**config.mk**
```make
export PLATFORM = sky130hd
export DESIGN_NAME = chienCorrector
export DESIGN_NICKNAME = d
export VERILOG_FILES = /design/src/rtl/chienPkg.sv /design/src/rtl/chienControl.sv /design/src/rtl/chienDatapath.sv /design/src/rtl/chienCorrector.sv
export SDC_FILE = /design/constraint.sdc
export NUM_CORES = 1
export LEC_CHECK = 0
export BUFFER_PORTS_ARGS = -buffer_cell sky130_fd_sc_hd__clkbuf_2
export CORE_UTILIZATION = 57
export DETAILED_ROUTE_END_ITERATION = 8
export PLACE_DENSITY = 0.75
export SLEW_MARGIN = 5
export SYNTH_ARGS = -nofsm -noshare
export SYNTH_HDL_FRONTEND = slang
export SYNTH_SLANG_ARGS = --single-unit
```
**constraint.sdc**
```tcl
create_clock -name clk -period 8 [get_ports clk]
set_input_delay 2 -clock clk [delete_from_list [all_inputs] [get_ports clk]]
set_output_delay 2 -clock clk [all_outputs]
set_load 0.02 [all_outputs]
```
**src/rtl/chienPkg.sv**
```systemverilog
package chienPkg;
  typedef struct packed {
    logic load;    // latch coefficients, clear accumulators
    logic step;    // evaluate current position, advance exponents
    logic finish;  // publish result of the completed search
  } chienStrobeT;
endpackage

```
**src/rtl/chienControl.sv**
```systemverilog
module chienControl
  import chienPkg::*;
#(
  parameter int CODE_LEN = 31,
  parameter int ADDR_W   = 5
) (
  input  logic              clk,
  input  logic              rstN,
  input  logic              start,
  output logic              bufRdEn,
  output logic [ADDR_W-1:0] bufRdAddr,
  output chienStrobeT       ctl,
  output logic              done
);
  typedef enum logic [1:0] {IDLE, RUN, DRAIN} stateT;
  localparam logic [ADDR_W-1:0] LAST_ADDR = ADDR_W'(CODE_LEN - 1);

  stateT state;
  logic [ADDR_W-1:0] addr;

  always_comb begin
    ctl.load   = (state == IDLE) && start;
    ctl.step   = (state == RUN);
    ctl.finish = (state == DRAIN);
  end

  always_ff @(posedge clk or negedge rstN) begin
    if (!rstN) begin
      state <= IDLE;
      addr  <= '0;
      done  <= 1'b0;
    end else begin
      done <= ctl.finish;
      unique case (state)
        IDLE: if (start) begin
          state <= RUN;
          addr  <= '0;
        end
        RUN: begin
          if (addr == LAST_ADDR) state <= DRAIN;
          else addr <= addr + 1'b1;
        end
        DRAIN: state <= IDLE;
        default: state <= IDLE;
      endcase
    end
  end

  assign bufRdEn   = (state == RUN);
  assign bufRdAddr = addr;
endmodule

```
**src/rtl/chienDatapath.sv**
```systemverilog
module chienDatapath
  import chienPkg::*;
#(
  parameter int M         = 5,
  parameter int PRIM_POLY = 'h25,
  parameter int T         = 3,
  parameter int CNT_W     = 6
) (
  input  logic           clk,
  input  logic           rstN,
  input  chienStrobeT    ctl,
  input  logic [T*M-1:0] lambdaCoef,
  input  logic           bufRdData,
  output logic           outValid,
  output logic           outBit,
  output logic           fail
);
  localparam int Q = (1 << M) - 1;
  localparam logic [M-1:0] POLY_LOW = M'(PRIM_POLY);

  function automatic logic [Q*M-1:0] buildExp();
    logic [Q*M-1:0] tab = '0;
    logic [M-1:0] v = M'(1);
    for (int k = 0; k < Q; k++) begin
      tab[k*M +: M] = v;
      v = {v[M-2:0], 1'b0} ^ (v[M-1] ? POLY_LOW : '0);
    end
    return tab;
  endfunction

  localparam logic [Q*M-1:0] EXP_TAB = buildExp();

  function automatic logic [(Q+1)*M-1:0] buildLog();
    logic [(Q+1)*M-1:0] tab = '0;
    for (int k = 0; k < Q; k++) begin
      tab[int'(EXP_TAB[k*M +: M])*M +: M] = M'(k);
    end
    return tab;
  endfunction

  localparam logic [(Q+1)*M-1:0] LOG_TAB = buildLog();

  logic [M-1:0] coefQ  [1:T];
  logic [M-1:0] expAcc [1:T];
  logic [M-1:0] evalSum;
  logic         isRoot;
  logic [CNT_W-1:0] rootCnt, degree;
  logic         pendValid, pendRoot;

  // Log-domain evaluation of 1 + sum Lambda_j * x^j at the current position
  always_comb begin
    evalSum = M'(1);
    for (int j = 1; j <= T; j++) begin
      logic [M:0] e;
      e = {1'b0, LOG_TAB[int'(coefQ[j])*M +: M]} + {1'b0, expAcc[j]};
      if (e >= (M+1)'(Q)) e = e - (M+1)'(Q);
      if (coefQ[j] != '0) evalSum = evalSum ^ EXP_TAB[int'(e)*M +: M];
    end
    isRoot = (evalSum == '0);
  end

  always_comb begin
    degree = '0;
    for (int j = 1; j <= T; j++)
      if (coefQ[j] != '0) degree = CNT_W'(j);
  end

  generate
    for (genvar g = 1; g <= T; g++) begin : gTerm
      logic [M:0] nextExp;
      assign nextExp = {1'b0, expAcc[g]} + (M+1)'(g);
      always_ff @(posedge clk or negedge rstN) begin
        if (!rstN) begin
          coefQ[g]  <= '0;
          expAcc[g] <= '0;
        end else if (ctl.load) begin
          coefQ[g]  <= lambdaCoef[(g-1)*M +: M];
          expAcc[g] <= '0;
        end else if (ctl.step) begin
          expAcc[g] <= (nextExp >= (M+1)'(Q)) ? M'(nextExp - (M+1)'(Q)) : M'(nextExp);
        end
      end
    end
  endgenerate

  always_ff @(posedge clk or negedge rstN) begin
    if (!rstN) begin
      rootCnt   <= '0;
      pendValid <= 1'b0;
      pendRoot  <= 1'b0;
      outValid  <= 1'b0;
      outBit    <= 1'b0;
      fail      <= 1'b0;
    end else begin
      pendValid <= ctl.step;
      pendRoot  <= ctl.step & isRoot;
      outValid  <= pendValid;
      outBit    <= pendValid & (bufRdData ^ pendRoot);
      if (ctl.load) begin
        rootCnt <= '0;
        fail    <= 1'b0;
      end else if (ctl.step && isRoot) begin
        rootCnt <= rootCnt + 1'b1;
      end
      if (ctl.finish) fail <= (rootCnt != degree);
    end
  end
endmodule

```
**src/rtl/chienCorrector.sv**
```systemverilog
module chienCorrector
  import chienPkg::*;
#(
  parameter int M         = 5,
  parameter int PRIM_POLY = 'h25,
  parameter int T         = 3,
  parameter int CODE_LEN  = 31,
  localparam int ADDR_W   = $clog2(CODE_LEN),
  localparam int CNT_W    = $clog2(CODE_LEN + 1)
) (
  input  logic              clk,
  input  logic              rstN,
  input  logic              start,
  input  logic [T*M-1:0]    lambdaCoef,
  output logic              bufRdEn,
  output logic [ADDR_W-1:0] bufRdAddr,
  input  logic              bufRdData,
  output logic              outValid,
  output logic              outBit,
  output logic              done,
  output logic              fail
);
  chienStrobeT ctl;

  chienControl #(.CODE_LEN(CODE_LEN), .ADDR_W(ADDR_W)) uCtl (
    .clk(clk), .rstN(rstN), .start(start),
    .bufRdEn(bufRdEn), .bufRdAddr(bufRdAddr), .ctl(ctl), .done(done)
  );

  chienDatapath #(.M(M), .PRIM_POLY(PRIM_POLY), .T(T), .CNT_W(CNT_W)) uDp (
    .clk(clk), .rstN(rstN), .ctl(ctl), .lambdaCoef(lambdaCoef),
    .bufRdData(bufRdData), .outValid(outValid), .outBit(outBit), .fail(fail)
  );
endmodule

```
### After elaboration in Yosys (flattened, before gate mapping)

Cells that the tools add are included.

| cells by class | value |
|---|---|
| add/sub/neg operators | 14 |
| multiply operators | 6 |
| $lt $le $gt $ge | 6 |
| shift operators | 6 |
| bitwise gates (word level) | 6 |
| multiplexer cells | 28 |
| equal/unequal tests | 7 |
| reduce and logical (&&, ||, !) cells | 13 |

Operator list:

| kind | count |
|---|---|
| $shiftx 160x32->5 const A | 3 |
| $shiftx 155x32->5 const A | 3 |
| $mux 5 | 16 |
| $ge 6x5->1 const B | 6 |
| $mul 6x3->9 const B | 3 |
| $mul 5x3->8 const B | 3 |
| $add 5x5->6 | 3 |
| $mux 6 | 3 |
| $sub 6x5->6 const B | 3 |
| $reduce_bool 5->1 | 3 |
| $sub 5x5->5 const B | 3 |
| $add 5x2->6 const B | 2 |
| $add 5x1->5 const B | 2 |
| $pmux 5 s2 | 1 |
| $xor 5x5->5 | 2 |
| $mux 2 | 4 |
| $reduce_bool 2->1 | 4 |
| $add 5x1->6 const B | 1 |
| $eq 5x5->1 const B | 1 |
| $logic_not 5->1 | 1 |
| $ne 5x2->1 | 1 |
| $ne 2x2->1 const B | 2 |
| $pmux 2 s2 | 1 |
| $mux 1 | 3 |
| 10 further kinds | 12 |

| word-level totals | value |
|---|---|
| flip-flop bits (word level) | 48 |
| output and inout port bits | 10 |

### Depth between registers and ports, before layout

Gate-level depths: netlist (run 1).

| logic depth | value |
|---|---|
| depth after elaboration | 17 |
| depth in mapped cells | 30 |
| gate-level depth less buffers | 27 |

### Cells and area by module

Synthesis (run 1) repeated with hierarchy kept, for this count alone.

| unflattened totals | value |
|---|---|
| cell total of the unflattened synthesis | 820 |
| area, all modules | 6447.4 um2 |

Modules (own cells, without submodules):

| module | times used | area an instance (um2) | seq. area each (um2) | cells an instance |
|---|---|---|---|---|
| chienDatapath | 1 | 6033.3 | 1001.0 | 785 |
| chienControl | 1 | 414.1 | 200.2 | 35 |

### Worst setup path after synthesis (run 1)

No wires, ideal clock.

| timing | value |
|---|---|
| path type | flip-flop to flip-flop |
| start point | register uDp.coefQ[11] (netlist name) |
| end point | register uDp.rootCnt[4] |
| library setup time | 0.078 ns |
| data required time | 7.922 ns |
| arrival | 6.364 ns |
| cell stages (with the launch flop) | 28 |
| period minus slack after synthesis | 6.442 ns |
| path slack | 1.558 ns |
| cells stage by stage | dfrtp_1 -> clkbuf_1 -> inv_1 -> ha_1 -> nand2_1 -> a31oi_1 -> a21oi_1 -> ha_1 -> fa_1 -> ha_1 -> buf_2 -> nand2_1 -> a2111oi_4 -> o211a_2 -> o211ai_1 -> inv_1 -> ha_1 -> nand2_1 -> and3_1 -> or4_1 -> a31oi_2 -> a211o_1 -> nand4_1 -> or3b_1 -> a211o_1 -> buf_6 -> or3_1 -> a21oi_1 |

| on the way | value |
|---|---|
| word-level cells in the longest chain between the ends | 16 |
| elaborated cells between the ends (all ways) | 18 |

RTL lines:

| element | line | RTL |
|---|---|---|
| start, declared | chienDatapath.sv:43 | `logic [M-1:0] coefQ [1:T];` |
| start signal, assigned by index | chienDatapath.sv:77 | `coefQ[g] <= lambdaCoef[(g-1)*M +: M];` |
| $mul 5x3->8 | chienDatapath.sv:55 | `e = {1'b0, LOG_TAB[int'(coefQ[j])*M +: M]} + {1'b0, expAcc[j]};` |
| $shiftx 160x32->5 | chienDatapath.sv:55 |  |
| $add 5x5->6 | chienDatapath.sv:55 |  |
| $sub 6x5->6 or $ge 6x5->1 (tied branches) | chienDatapath.sv:56 | `if (e >= (M+1)'(Q)) e = e - (M+1)'(Q);` |
| $mux 6 | chienDatapath.sv:56 |  |
| $mul 6x3->9 | chienDatapath.sv:57 | `if (coefQ[j] != '0) evalSum = evalSum ^ EXP_TAB[int'(e)*M +: M];` |
| $shiftx 155x32->5 | chienDatapath.sv:57 |  |
| $not 1->1 (no source line) | n/a |  |
| $mux 5 (*) | chienDatapath.sv:57 |  |
| $xor 5x5->5 | chienDatapath.sv:57 |  |
| $mux 5 (*) | chienDatapath.sv:57 |  |
| $xor 5x5->5 | chienDatapath.sv:57 |  |
| $mux 5 (*) | chienDatapath.sv:57 |  |
| $logic_not 5->1 (*) | chienDatapath.sv:59 | `isRoot = (evalSum == '0);` |
| $logic_and 1x1->1 (*) | chienDatapath.sv:102 | `end else if (ctl.step && isRoot) begin` |
| $reduce_bool 2->1 (no source line) (*) | n/a |  |
| end signal, assigned | chienDatapath.sv:103 | `rootCnt <= rootCnt + 1'b1;` |
| end, declared | chienDatapath.sv:47 | `logic [CNT_W-1:0] rootCnt, degree;` |

Every way passes the cells marked *; elsewhere a longest branch is shown, timed or not.
A chain may end at the register's enable or synchronous reset.

### Worst setup path after layout (run 1)

| timing | value |
|---|---|
| start point | register uDp.coefQ[10] (netlist name) |
| end point | register uDp.rootCnt[4] |

The elaborated chain is that of the path after synthesis.

==> flow_summary_export.csv, run 1 <==
group,metric,value,unit
run_status,status,"complete, no violations",
worst_setup_path,worst_r2r_endpoint,"uDp.rootCnt[4]$_DFFE_PN0P_",
timing,fin_crit_sh,92.6,%
die,die-area,0.0125,sq mm
synthesis,synth_area,0.00688,sq mm
synthesis,synth_edf_count,0,
clock_tree,post_cts_resized,0,
die,start_util,59.3,%
placement,gp_congestion,0.959,
drt,firstDrtPassIters,5,
timing,rsz0062_at_grt,"false",
clock_tree,clk_pin_slew_worst_paths,0.07,ns
worst_setup_path,cp.arrival,7.61,ns
hold_path,min_path_cells,0,
timing,finalClockSkew,0.00572,ns
worst_setup_path,critical_path.startpoint,"uDp.coefQ[10]$_DFFE_PN0P_",
die,coreArea,0.0116,sq mm
drt,wirelength,18300,microns
timing,period_minus_slack,7.41,ns
timing,finalHoldViolations,0,
synthesis,synth.most_common_cell,"nand2_1",
worst_setup_path,startpoint_type,"flip-flop",
timing,setup_viol,0,
hold_path,min-delay-start,"uDp.pendValid$_DFF_PN0_",
clock_tree,ctsHtreeMaxLevel,2,
layout,layout.nets,973,
synthesis,ys_seq_area_share,17.5,%
worst_setup_path,cp_top_family,"compound AO/OA/AOI/OAI gates",
worst_setup_path,worst-setup-path-type,"reg2reg",
worst_setup_path,cp-end-kind,"flip-flop",
global_routing,grt_overflow_total,0,
clock_tree,hold_buffers,0,
global_routing,grt_max_degree,41,
clock_tree,cts_tree,"done",
synthesis,synth_seq_cells,48,
synthesis,yosys.cell_types.count,98,
timing,slew_violations,0,
synthesis,synth-async-reset-ratio,100,%
placement,port_buffers,28,
drt,wl_met3,800,microns
timing,slew_headroom,27.8,%
synthesis,synth_warnings,0,
synthesis,synth_common_cells,"98 x nand2_1, 76 x o21ai_0, 66 x nor2_1",
timing,tightest_slew,1.08,ns
worst_setup_path,crit_slowest_cell,"fa_1",
layout,antenna_cells,0,
clock_tree,clk_latency,0.29,ns
clock_tree,cts.sinks,48,
synthesis,ys.flop_type,"dfrtp_1",
clock_tree,cts_made_buffers,5,
die,die_h,112,microns
worst_setup_path,r2r_slack,0.59,ns
worst_setup_path,r2r-start,"uDp.coefQ[10]$_DFFE_PN0P_",
die,rows,39,
hold_path,hold_path.class,"reg2reg",
global_routing,antenna_found_initial,0,
die,io_pins,29,
timing,timing.hold.ws,0.378,ns
drt,post-route-drc-count,0,
drt,via_per_inst,6.77,
synthesis,syn_avg_cell_area,7.66,sq um
worst_setup_path,cp_cell_sequence,"inv_1 > ha_1 > nand2_1 > a31oi_1 > a21oi_1 > ha_1 > fa_1 > ha_1 > inv_1 > a2111oi_4 > o211a_2 > o211ai_1 > inv_1 > ha_1 > nand2_1 > and3_1 > or4_1 > a31oi_2 > a211o_1 > nand4_1 > or3b_1 > a211o_1 > or3_1 > a21oi_1",
drt,wirelength_met1,8200,microns
global_routing,grt_pass1_vias,6568,
synthesis,syn-instance-count,898,
layout,areaGrowthSynthToFinish,4.45,%
layout,layout-drive-gt1-share,9.56,%
job,drv_cap,0,
worst_setup_path,ff2ff_path_depth,24,
timing,finalSetupTns,0,ns
drt,avgRoutedWirePerCell,17.7,microns
global_routing,grt_pass1_wl,30900,microns
worst_setup_path,crit_top_cell,"ha_1",
worst_setup_path,critical_path_buf_inv_count,3,
worst_setup_path,cp_max_fo,12,
synthesis,synth_top_area_cell,"dfrtp_1",
drt,top_layer,"met4",
global_routing,grtUsageTotal,29.3,%
placement,dp_hpwl,13800,microns
synthesis,synth_top_area_share,17.5,%
drt,wl_met2,9020,microns
synthesis,synth.area.top_cells,"dfrtp_1 17%, ha_1 11%, o21ai_0 5.5%",
synthesis,syn-num-nets,983,
clock_tree,cts_setup_buffers,0,
timing,fmax,135,MHz
drt,vias,6990,
hold_path,hold_end,"uDp.outValid$_DFF_PN0_",
drt,drtIter0Drc,605,
clock_tree,cts_root_buf,"clkbuf_16",
die,dieWidth,112,microns
clock_tree,cts_max_path_buffers,2,
drt,drtAntennaViolNets,0,
worst_setup_path,slowest_delay,0.61,ns
worst_setup_path,crit_required,8.21,ns
layer usage:
layer	GRT usage, %	vias up
met4	7.57	0
met1	37.9	3349
li1	-	3387
met2	51.9	223
met5	0	-
met3	3.05	31
sequential cells by signal (all words and copies together) (netlist names):
name	cells
uDp.outValid	1
uDp.fail	1
uDp.coefQ	15
uDp.outBit	1
uCtl.bufRdAddr	5
uDp.rootCnt	5
uDp.expAcc	15
uDp.pendRoot	1
uCtl.done	1
uCtl.state	2
uDp.pendValid	1
logic make-up (layout without fill, tap and decap cells):
kind of cell / after synthesis / count (layout) / synth area share (%)
and+or+nand+nor: 316 / 316 / 23.3
muxes: 17 / 17 / 2.58
xor gates and xnor gates: 31 / 31 / 4.16
DFF: 48 / 48 / 17.5
adders and majority gates: 67 / 67 / 12.5
buffers and inverters: 86 / 77 / 5.35
AOI/OAI and AO/OA: 333 / 333 / 34.7
worst reg2reg max path: stages, from the launching register on:
cell	delay (ns)
dfrtp_1	0.56
inv_1	0.21
ha_1	0.37
nand2_1	0.09
a31oi_1	0.20
a21oi_1	0.09
ha_1	0.25
fa_1	0.61
ha_1	0.43
inv_1	0.22
a2111oi_4	0.41
o211a_2	0.34
o211ai_1	0.36
inv_1	0.26
ha_1	0.26
nand2_1	0.10
and3_1	0.21
or4_1	0.49
a31oi_2	0.24
a211o_1	0.21
nand4_1	0.10
or3b_1	0.39
a211o_1	0.40
or3_1	0.40
a21oi_1	0.14
worst max-delay path by stage:
stage	end	slack, ns	cells past startpoint
after global routing	uDp.rootCnt[4]$_DFFE_PN0P_	0.06	24
final	uDp.rootCnt[4]$_DFFE_PN0P_	0.59	24
after detailed placement	uDp.rootCnt[4]$_DFFE_PN0P_	0.68	24
after global placement	uDp.rootCnt[3]$_DFFE_PN0P_	0.98	24
after CTS	uDp.rootCnt[4]$_DFFE_PN0P_	0.67	24
after floorplan	uDp.rootCnt[4]$_DFFE_PN0P_	1.56	27
metrics by stage:
stage,instances,setup slack [ns],util [%],area (sq um)
after detailed placement,1024,0.682,60.2,6990
after floorplan,898,1.56,-,6880
after CTS,1032,0.670,61.9,7190
final,1032,0.593,61.9,7190
after global placement,1024,0.981,60.2,6990
after global routing,1032,0.0556,61.9,7190
area by class of cell:
type | instances | area [sq um]
clock buffers | 5 | 125
clock inverters | 3 | 68.8
fillers | 1032 | 4430
inverters | 39 | 146
multi-input cells | 764 | 5310
flip-flops and latches | 48 | 1200
well taps | 143 | 179
repair buffers | 30 | 155
placed cells by master (no fill, tap or decap), drive strengths merged, types with 11 or more instances in the layout:
cell	n
inv	39
o31ai	16
nor2	67
o21ai	79
ha	63
a2111oi	11
a21oi	65
xnor2	21
nor3	23
o211ai	14
nand2	99
a211oi	20
a31oi	11
a221oi	11
mux2i	11
dfrtp	48
clkbuf	33
nand3	35
Power of run 1 is left out: the tool's default activity adds up to more than one toggle a clock period on the data nets, which glitch-free logic cannot reach.
==> inputs of run 2 (changes only) <==
Settings changed: CORE_ASPECT_RATIO set to 0.5.
==> flow_summary_export.csv, run 2 (synthesis results as in run 1) <==
group,metric,value,unit
run_status,status,"complete, no violations",
placement,dp_hpwl,13000,microns
worst_setup_path,worst_r2r_endpoint,"uDp.rootCnt[4]$_DFFE_PN0P_",
worst_setup_path,cp_cell_sequence,"inv_1 > ha_1 > nand2_1 > a31oi_1 > a21oi_1 > ha_1 > fa_1 > ha_1 > inv_1 > a2111oi_4 > o211a_2 > o211ai_1 > inv_1 > ha_1 > nand2_1 > and3_1 > or4_1 > a31oi_2 > a211o_1 > nand4_1 > or3b_1 > a211o_1 > or3_1 > a21oi_1",
clock_tree,hold_buffers,0,
clock_tree,post_cts_resized,0,
drt,drtAntennaViolNets,0,
timing,finalHoldViolations,0,
global_routing,grt_max_degree,49,
layout,top_regs,"uDp.coefQ x15, uDp.expAcc x15",
die,start_util,60.6,%
timing,period_minus_slack,7.37,ns
global_routing,grtUsageTotal,28.8,%
timing,setup_slack,0.633,ns
layout,layout.nets,974,
worst_setup_path,ff2ff_path_depth,24,
worst_setup_path,startpoint_type,"flip-flop",
worst_setup_path,cp_max_fo,12,
timing,fin_crit_sh,92.1,%
hold_path,min-delay-start,"uDp.pendValid$_DFF_PN0_",
timing,finalClockSkew,0.00840,ns
timing,tightest_slew,0.988,ns
clock_tree,cts.sinks,48,
timing,finalSetupTns,0,ns
global_routing,grt_pass1_vias,6130,
die,dieWidth,157,microns
clock_tree,cts_tree,"done",
die,die_h,79.7,microns
drt,firstDrtPassIters,6,
clock_tree,clk_latency,0.30,ns
drt,avgRoutedWirePerCell,16.6,microns
placement,place_ws,0.747,ns
layout,final_common_cell,"nand2_1",
clock_tree,cts_max_path_buffers,2,
layout,n_fill_cell,1045,
drt,vias,6882,
die,coreArea,0.0114,sq mm
worst_setup_path,r2r_slack,0.63,ns
timing,setup_viol,0,
die,rows,27,
clock_tree,clk_pin_slew_worst_paths,0.07,ns
worst_setup_path,crit_slowest_cell,"fa_1",
global_routing,grt_pass1_wl,29400,microns
drt,drtIter0Drc,708,
timing,slew_headroom,34.0,%
drt,wirelength,17400,microns
layout,areaGrowthSynthToFinish,4.22,%
die,die-area,0.0125,sq mm
hold_path,hold_end,"uDp.outValid$_DFF_PN0_",
timing,slew_violations,0,
job,drv_cap,0,
die,io_pins,29,
worst_setup_path,worst-setup-path-type,"reg2reg",
layout,seqCellArea,0.00120,sq mm
worst_setup_path,crit_top_cell,"ha_1",
timing,fmax,136,MHz
global_routing,grt_overflow_total,0,
worst_setup_path,r2r-start,"uDp.coefQ[10]$_DFFE_PN0P_",
layout,final_cell_mix,"98 x nand2_1, 76 x o21ai_0, 66 x nor2_1",
worst_setup_path,slowest_delay,0.61,ns
drt,post-route-drc-count,0,
hold_path,min_path_cells,0,
placement,port_buffers,28,
worst_setup_path,cp-end-kind,"flip-flop",
global_routing,antenna_found_initial,0,
timing,rsz0062_at_grt,"false",
clock_tree,ctsHtreeMaxLevel,2,
clock_tree,cts_made_buffers,5,
worst_setup_path,cp.arrival,7.59,ns
worst_setup_path,crit_required,8.22,ns
layout,layout-drive-gt1-share,9.66,%
hold_path,hold_path.class,"reg2reg",
layout,antenna_cells,0,
drt,via_per_inst,6.56,
clock_tree,cts_setup_buffers,0,
clock_tree,cts_root_buf,"clkbuf_16",
placement,gp_congestion,0.960,
layout,multi_input_area,0.00531,sq mm
run 2: cell count changes in the layout (fill, tap and decap cells not counted):
| cell | before | now |
|---|---|---|
| buf_4 | 2 | 3 |
| inv_6 | 1 | 2 |
| bufinv_16 | 2 | 0 |
| clkinvlp_4 | 0 | 1 |
run 2: worst max-delay path, delay by kind of cell, from the launching register on:
family          cells  cell delay (ns)
compound gates      9             2.34
fa+ha+maj           5             1.90
buf+inv             3             0.68
flops               1             0.56
simple gates        7             1.80
run 2: worst max-delay path by stage:
stage	from	end	slack, ns
detailed placement	uDp.coefQ[10]$_DFFE_PN0P_	uDp.rootCnt[4]$_DFFE_PN0P_	0.75
global placement	uDp.coefQ[10]$_DFFE_PN0P_	uDp.rootCnt[3]$_DFFE_PN0P_	0.99
finish	uDp.coefQ[10]$_DFFE_PN0P_	uDp.rootCnt[4]$_DFFE_PN0P_	0.63
CTS	uDp.coefQ[10]$_DFFE_PN0P_	uDp.rootCnt[4]$_DFFE_PN0P_	0.71
floorplan	uDp.coefQ[11]$_DFFE_PN0P_	uDp.rootCnt[4]$_DFFE_PN0P_	1.56
global route	uDp.coefQ[10]$_DFFE_PN0P_	uDp.rootCnt[4]$_DFFE_PN0P_	0.14
run 2: final cells by class:
cell class                 instances  share of cell area (%)
inverter                          39                    2.04
sequential                        48                    16.7
tap                              159                    2.77
multi-input combinational        764                    74.1
clock inverter                     3                   0.349
clock buffer                       5                    1.74
timing repair buffer              31                    2.27
run 2: routing by layer:
layer / track usage [%] / vias to the layer above / wire length [microns]
li1: - / 3393 / -
met1: 40.9 / 3227 / 8450
met2: 47.2 / 241 / 7640
met3: 2.93 / 21 / 1110
met4: 5.92 / 0 / 174
met5: 0 / - / 0
run 2: metrics by stage:
| stage | cells | utilization (%) | hold slack (ns) | instance area (sq um) |
|---|---|---|---|---|
| 5_1_grt | 1049 | 63.2 | 0.389 | 7170 |
| 6_report | 1049 | 63.2 | 0.374 | 7170 |
| 3_5_place_dp | 1041 | 61.9 | 0.363 | 7020 |
| 3_3_place_gp | 1041 | 61.9 | 0.348 | 7020 |
| 2_1_floorplan | 898 | - | 0.346 | 6880 |
| 4_1_cts | 1049 | 63.2 | 0.378 | 7170 |
Power of run 2 is left out for the same reason.
==> inputs of run 3 (changes only) <==
Settings changed: CORE_MARGIN set to 8.
Clock period 8 ns to 7.7 ns, I/O delays scaled along.
==> flow_summary_export.csv, run 3 (synthesis results as in run 1) <==
group,metric,value,unit
placement,gp_congestion,0.977,
job,drv_cap,0,
drt,avgRoutedWirePerCell,16.9,microns
layout,layout-drive-gt1-share,9.78,%
drt,vias,6993,
worst_setup_path,cp.arrival,7.35,ns
die,rows,28,
die,io_pins,29,
clock_tree,cts_max_path_buffers,2,
clock_tree,clk_latency,0.30,ns
die,die_h,93.7,microns
run_status,status,"complete, no violations",
drt,via_per_inst,6.63,
drt,drtIter0Drc,912,
timing,rsz0062_at_grt,"false",
clock_tree,cts_setup_buffers,0,
global_routing,grt_pass1_vias,6108,
drt,post-route-drc-count,0,
worst_setup_path,ff2ff_path_depth,24,
worst_setup_path,r2r_slack,0.57,ns
timing,finalHoldViolations,0,
layout,n_fill_cell,1039,
die,dieWidth,171,microns
timing,slew_headroom,34.9,%
global_routing,antenna_found_initial,0,
clock_tree,cts_made_buffers,5,
clock_tree,ctsHtreeMaxLevel,2,
clock_tree,cts_root_buf,"clkbuf_16",
timing,finalClockSkew,0.00716,ns
layout,final_cell_mix,"98 x nand2_1, 76 x o21ai_0, 66 x nor2_1",
timing,slew_violations,0,
drt,drtAntennaViolNets,0,
worst_setup_path,crit_required,7.93,ns
worst_setup_path,r2r-start,"uDp.coefQ[10]$_DFFE_PN0P_",
layout,final_common_cell,"nand2_1",
layout,antenna_cells,0,
timing,period_minus_slack,7.13,ns
timing,finalSetupTns,0,ns
layout,layout.nets,974,
global_routing,grt_pass1_wl,29800,microns
placement,port_buffers,28,
layout,areaGrowthSynthToFinish,4.73,%
drt,wirelength,17800,microns
worst_setup_path,worst-setup-path-type,"reg2reg",
worst_setup_path,cp-end-kind,"flip-flop",
worst_setup_path,startpoint_type,"flip-flop",
hold_path,min_path_cells,0,
clock_tree,cts_tree,"done",
global_routing,grtUsageTotal,21.9,%
hold_path,hold_end,"uDp.outValid$_DFF_PN0_",
layout,top_regs,"uDp.coefQ x15, uDp.expAcc x15",
drt,firstDrtPassIters,5,
die,start_util,58.3,%
timing,fmax,140,MHz
clock_tree,clk_pin_slew_worst_paths,0.07,ns
worst_setup_path,cp_max_fo,12,
timing,fin_crit_sh,92.6,%
hold_path,hold_path.class,"reg2reg",
die,coreArea,0.0118,sq mm
clock_tree,cts.sinks,48,
timing,tightest_slew,0.974,ns
global_routing,grt_overflow_total,0,
die,die-area,0.0161,sq mm
timing,setup_viol,0,
hold_path,min-delay-start,"uDp.pendValid$_DFF_PN0_",
global_routing,grt_max_degree,32,
worst_setup_path,worst_r2r_endpoint,"uDp.rootCnt[4]$_DFFE_PN0P_",
layout,fin_util,61.0,%
placement,dp_hpwl,13300,microns
==> run 3: worst max-delay path: stages, from the launching register on <==
cell and delay, ns:
dfrtp_1 0.55, inv_1 0.21, ha_1 0.36, nand2_1 0.09
a31oi_1 0.20, a21oi_1 0.09, ha_1 0.24, fa_1 0.61
ha_2 0.34, inv_1 0.15, a2111oi_4 0.39, o211a_2 0.34
o211ai_1 0.33, inv_1 0.23, ha_1 0.26, nand2_1 0.11
and3_1 0.21, or4_1 0.48, a31oi_2 0.24, a211o_1 0.19
nand4_1 0.09, or3b_1 0.39, a211o_1 0.38, or3_1 0.39
a21oi_1 0.14
==> run 3: final cells by class <==
type                            instances  area [sq um]  share of cell area (%)
Timing Repair Buffer                   31           163                    2.26
Tap cell                              165           206                    2.86
Clock inverter                          3          50.0                   0.694
Inverter                               39           146                    2.03
Multi-Input combinational cell        764          5320                    73.8
Clock buffer                            5           125                    1.74
Sequential cell                        48          1200                    16.7
==> run 3: worst max path at each step <==
| stage | startpoint | end | slack, ns | cells after the start |
|---|---|---|---|---|
| global placement | uDp.coefQ[10]$_DFFE_PN0P_ | uDp.rootCnt[3]$_DFFE_PN0P_ | 0.84 | 24 |
| global route | uDp.coefQ[10]$_DFFE_PN0P_ | uDp.rootCnt[4]$_DFFE_PN0P_ | 0.03 | 24 |
| CTS | uDp.coefQ[10]$_DFFE_PN0P_ | uDp.rootCnt[4]$_DFFE_PN0P_ | 0.51 | 24 |
| floorplan | uDp.coefQ[11]$_DFFE_PN0P_ | uDp.rootCnt[4]$_DFFE_PN0P_ | 1.26 | 27 |
| detailed placement | uDp.coefQ[10]$_DFFE_PN0P_ | uDp.rootCnt[4]$_DFFE_PN0P_ | 0.55 | 24 |
| finish | uDp.coefQ[10]$_DFFE_PN0P_ | uDp.rootCnt[4]$_DFFE_PN0P_ | 0.57 | 24 |
==> run 3: timing repair <==
item | CTS | global route
gates resized for setup | 0 | 1
hold buffers | 0 | 0
endpoints found under the setup margin | 0 | 2
==> run 3: stage by stage <==
stage                     setup slack [ns]  area (sq um)  instances  hold slack (ns)
after floorplan                       1.26          6880        898            0.346
after global placement               0.842          7030       1047            0.350
after detailed placement             0.551          7030       1047            0.356
after CTS                            0.512          7200       1055            0.372
after global routing                0.0323          7210       1055            0.378
final                                0.574          7210       1055            0.373
==> run 3: layer usage <==
layer	vias up	routed length [microns]	track usage, %
li1	3401	-	-
met1	3257	8460	31.3
met2	303	7900	34.7
met3	32	1200	2.31
met4	0	241	5.46
met5	-	0	0
Power of run 3 is left out for the same reason.
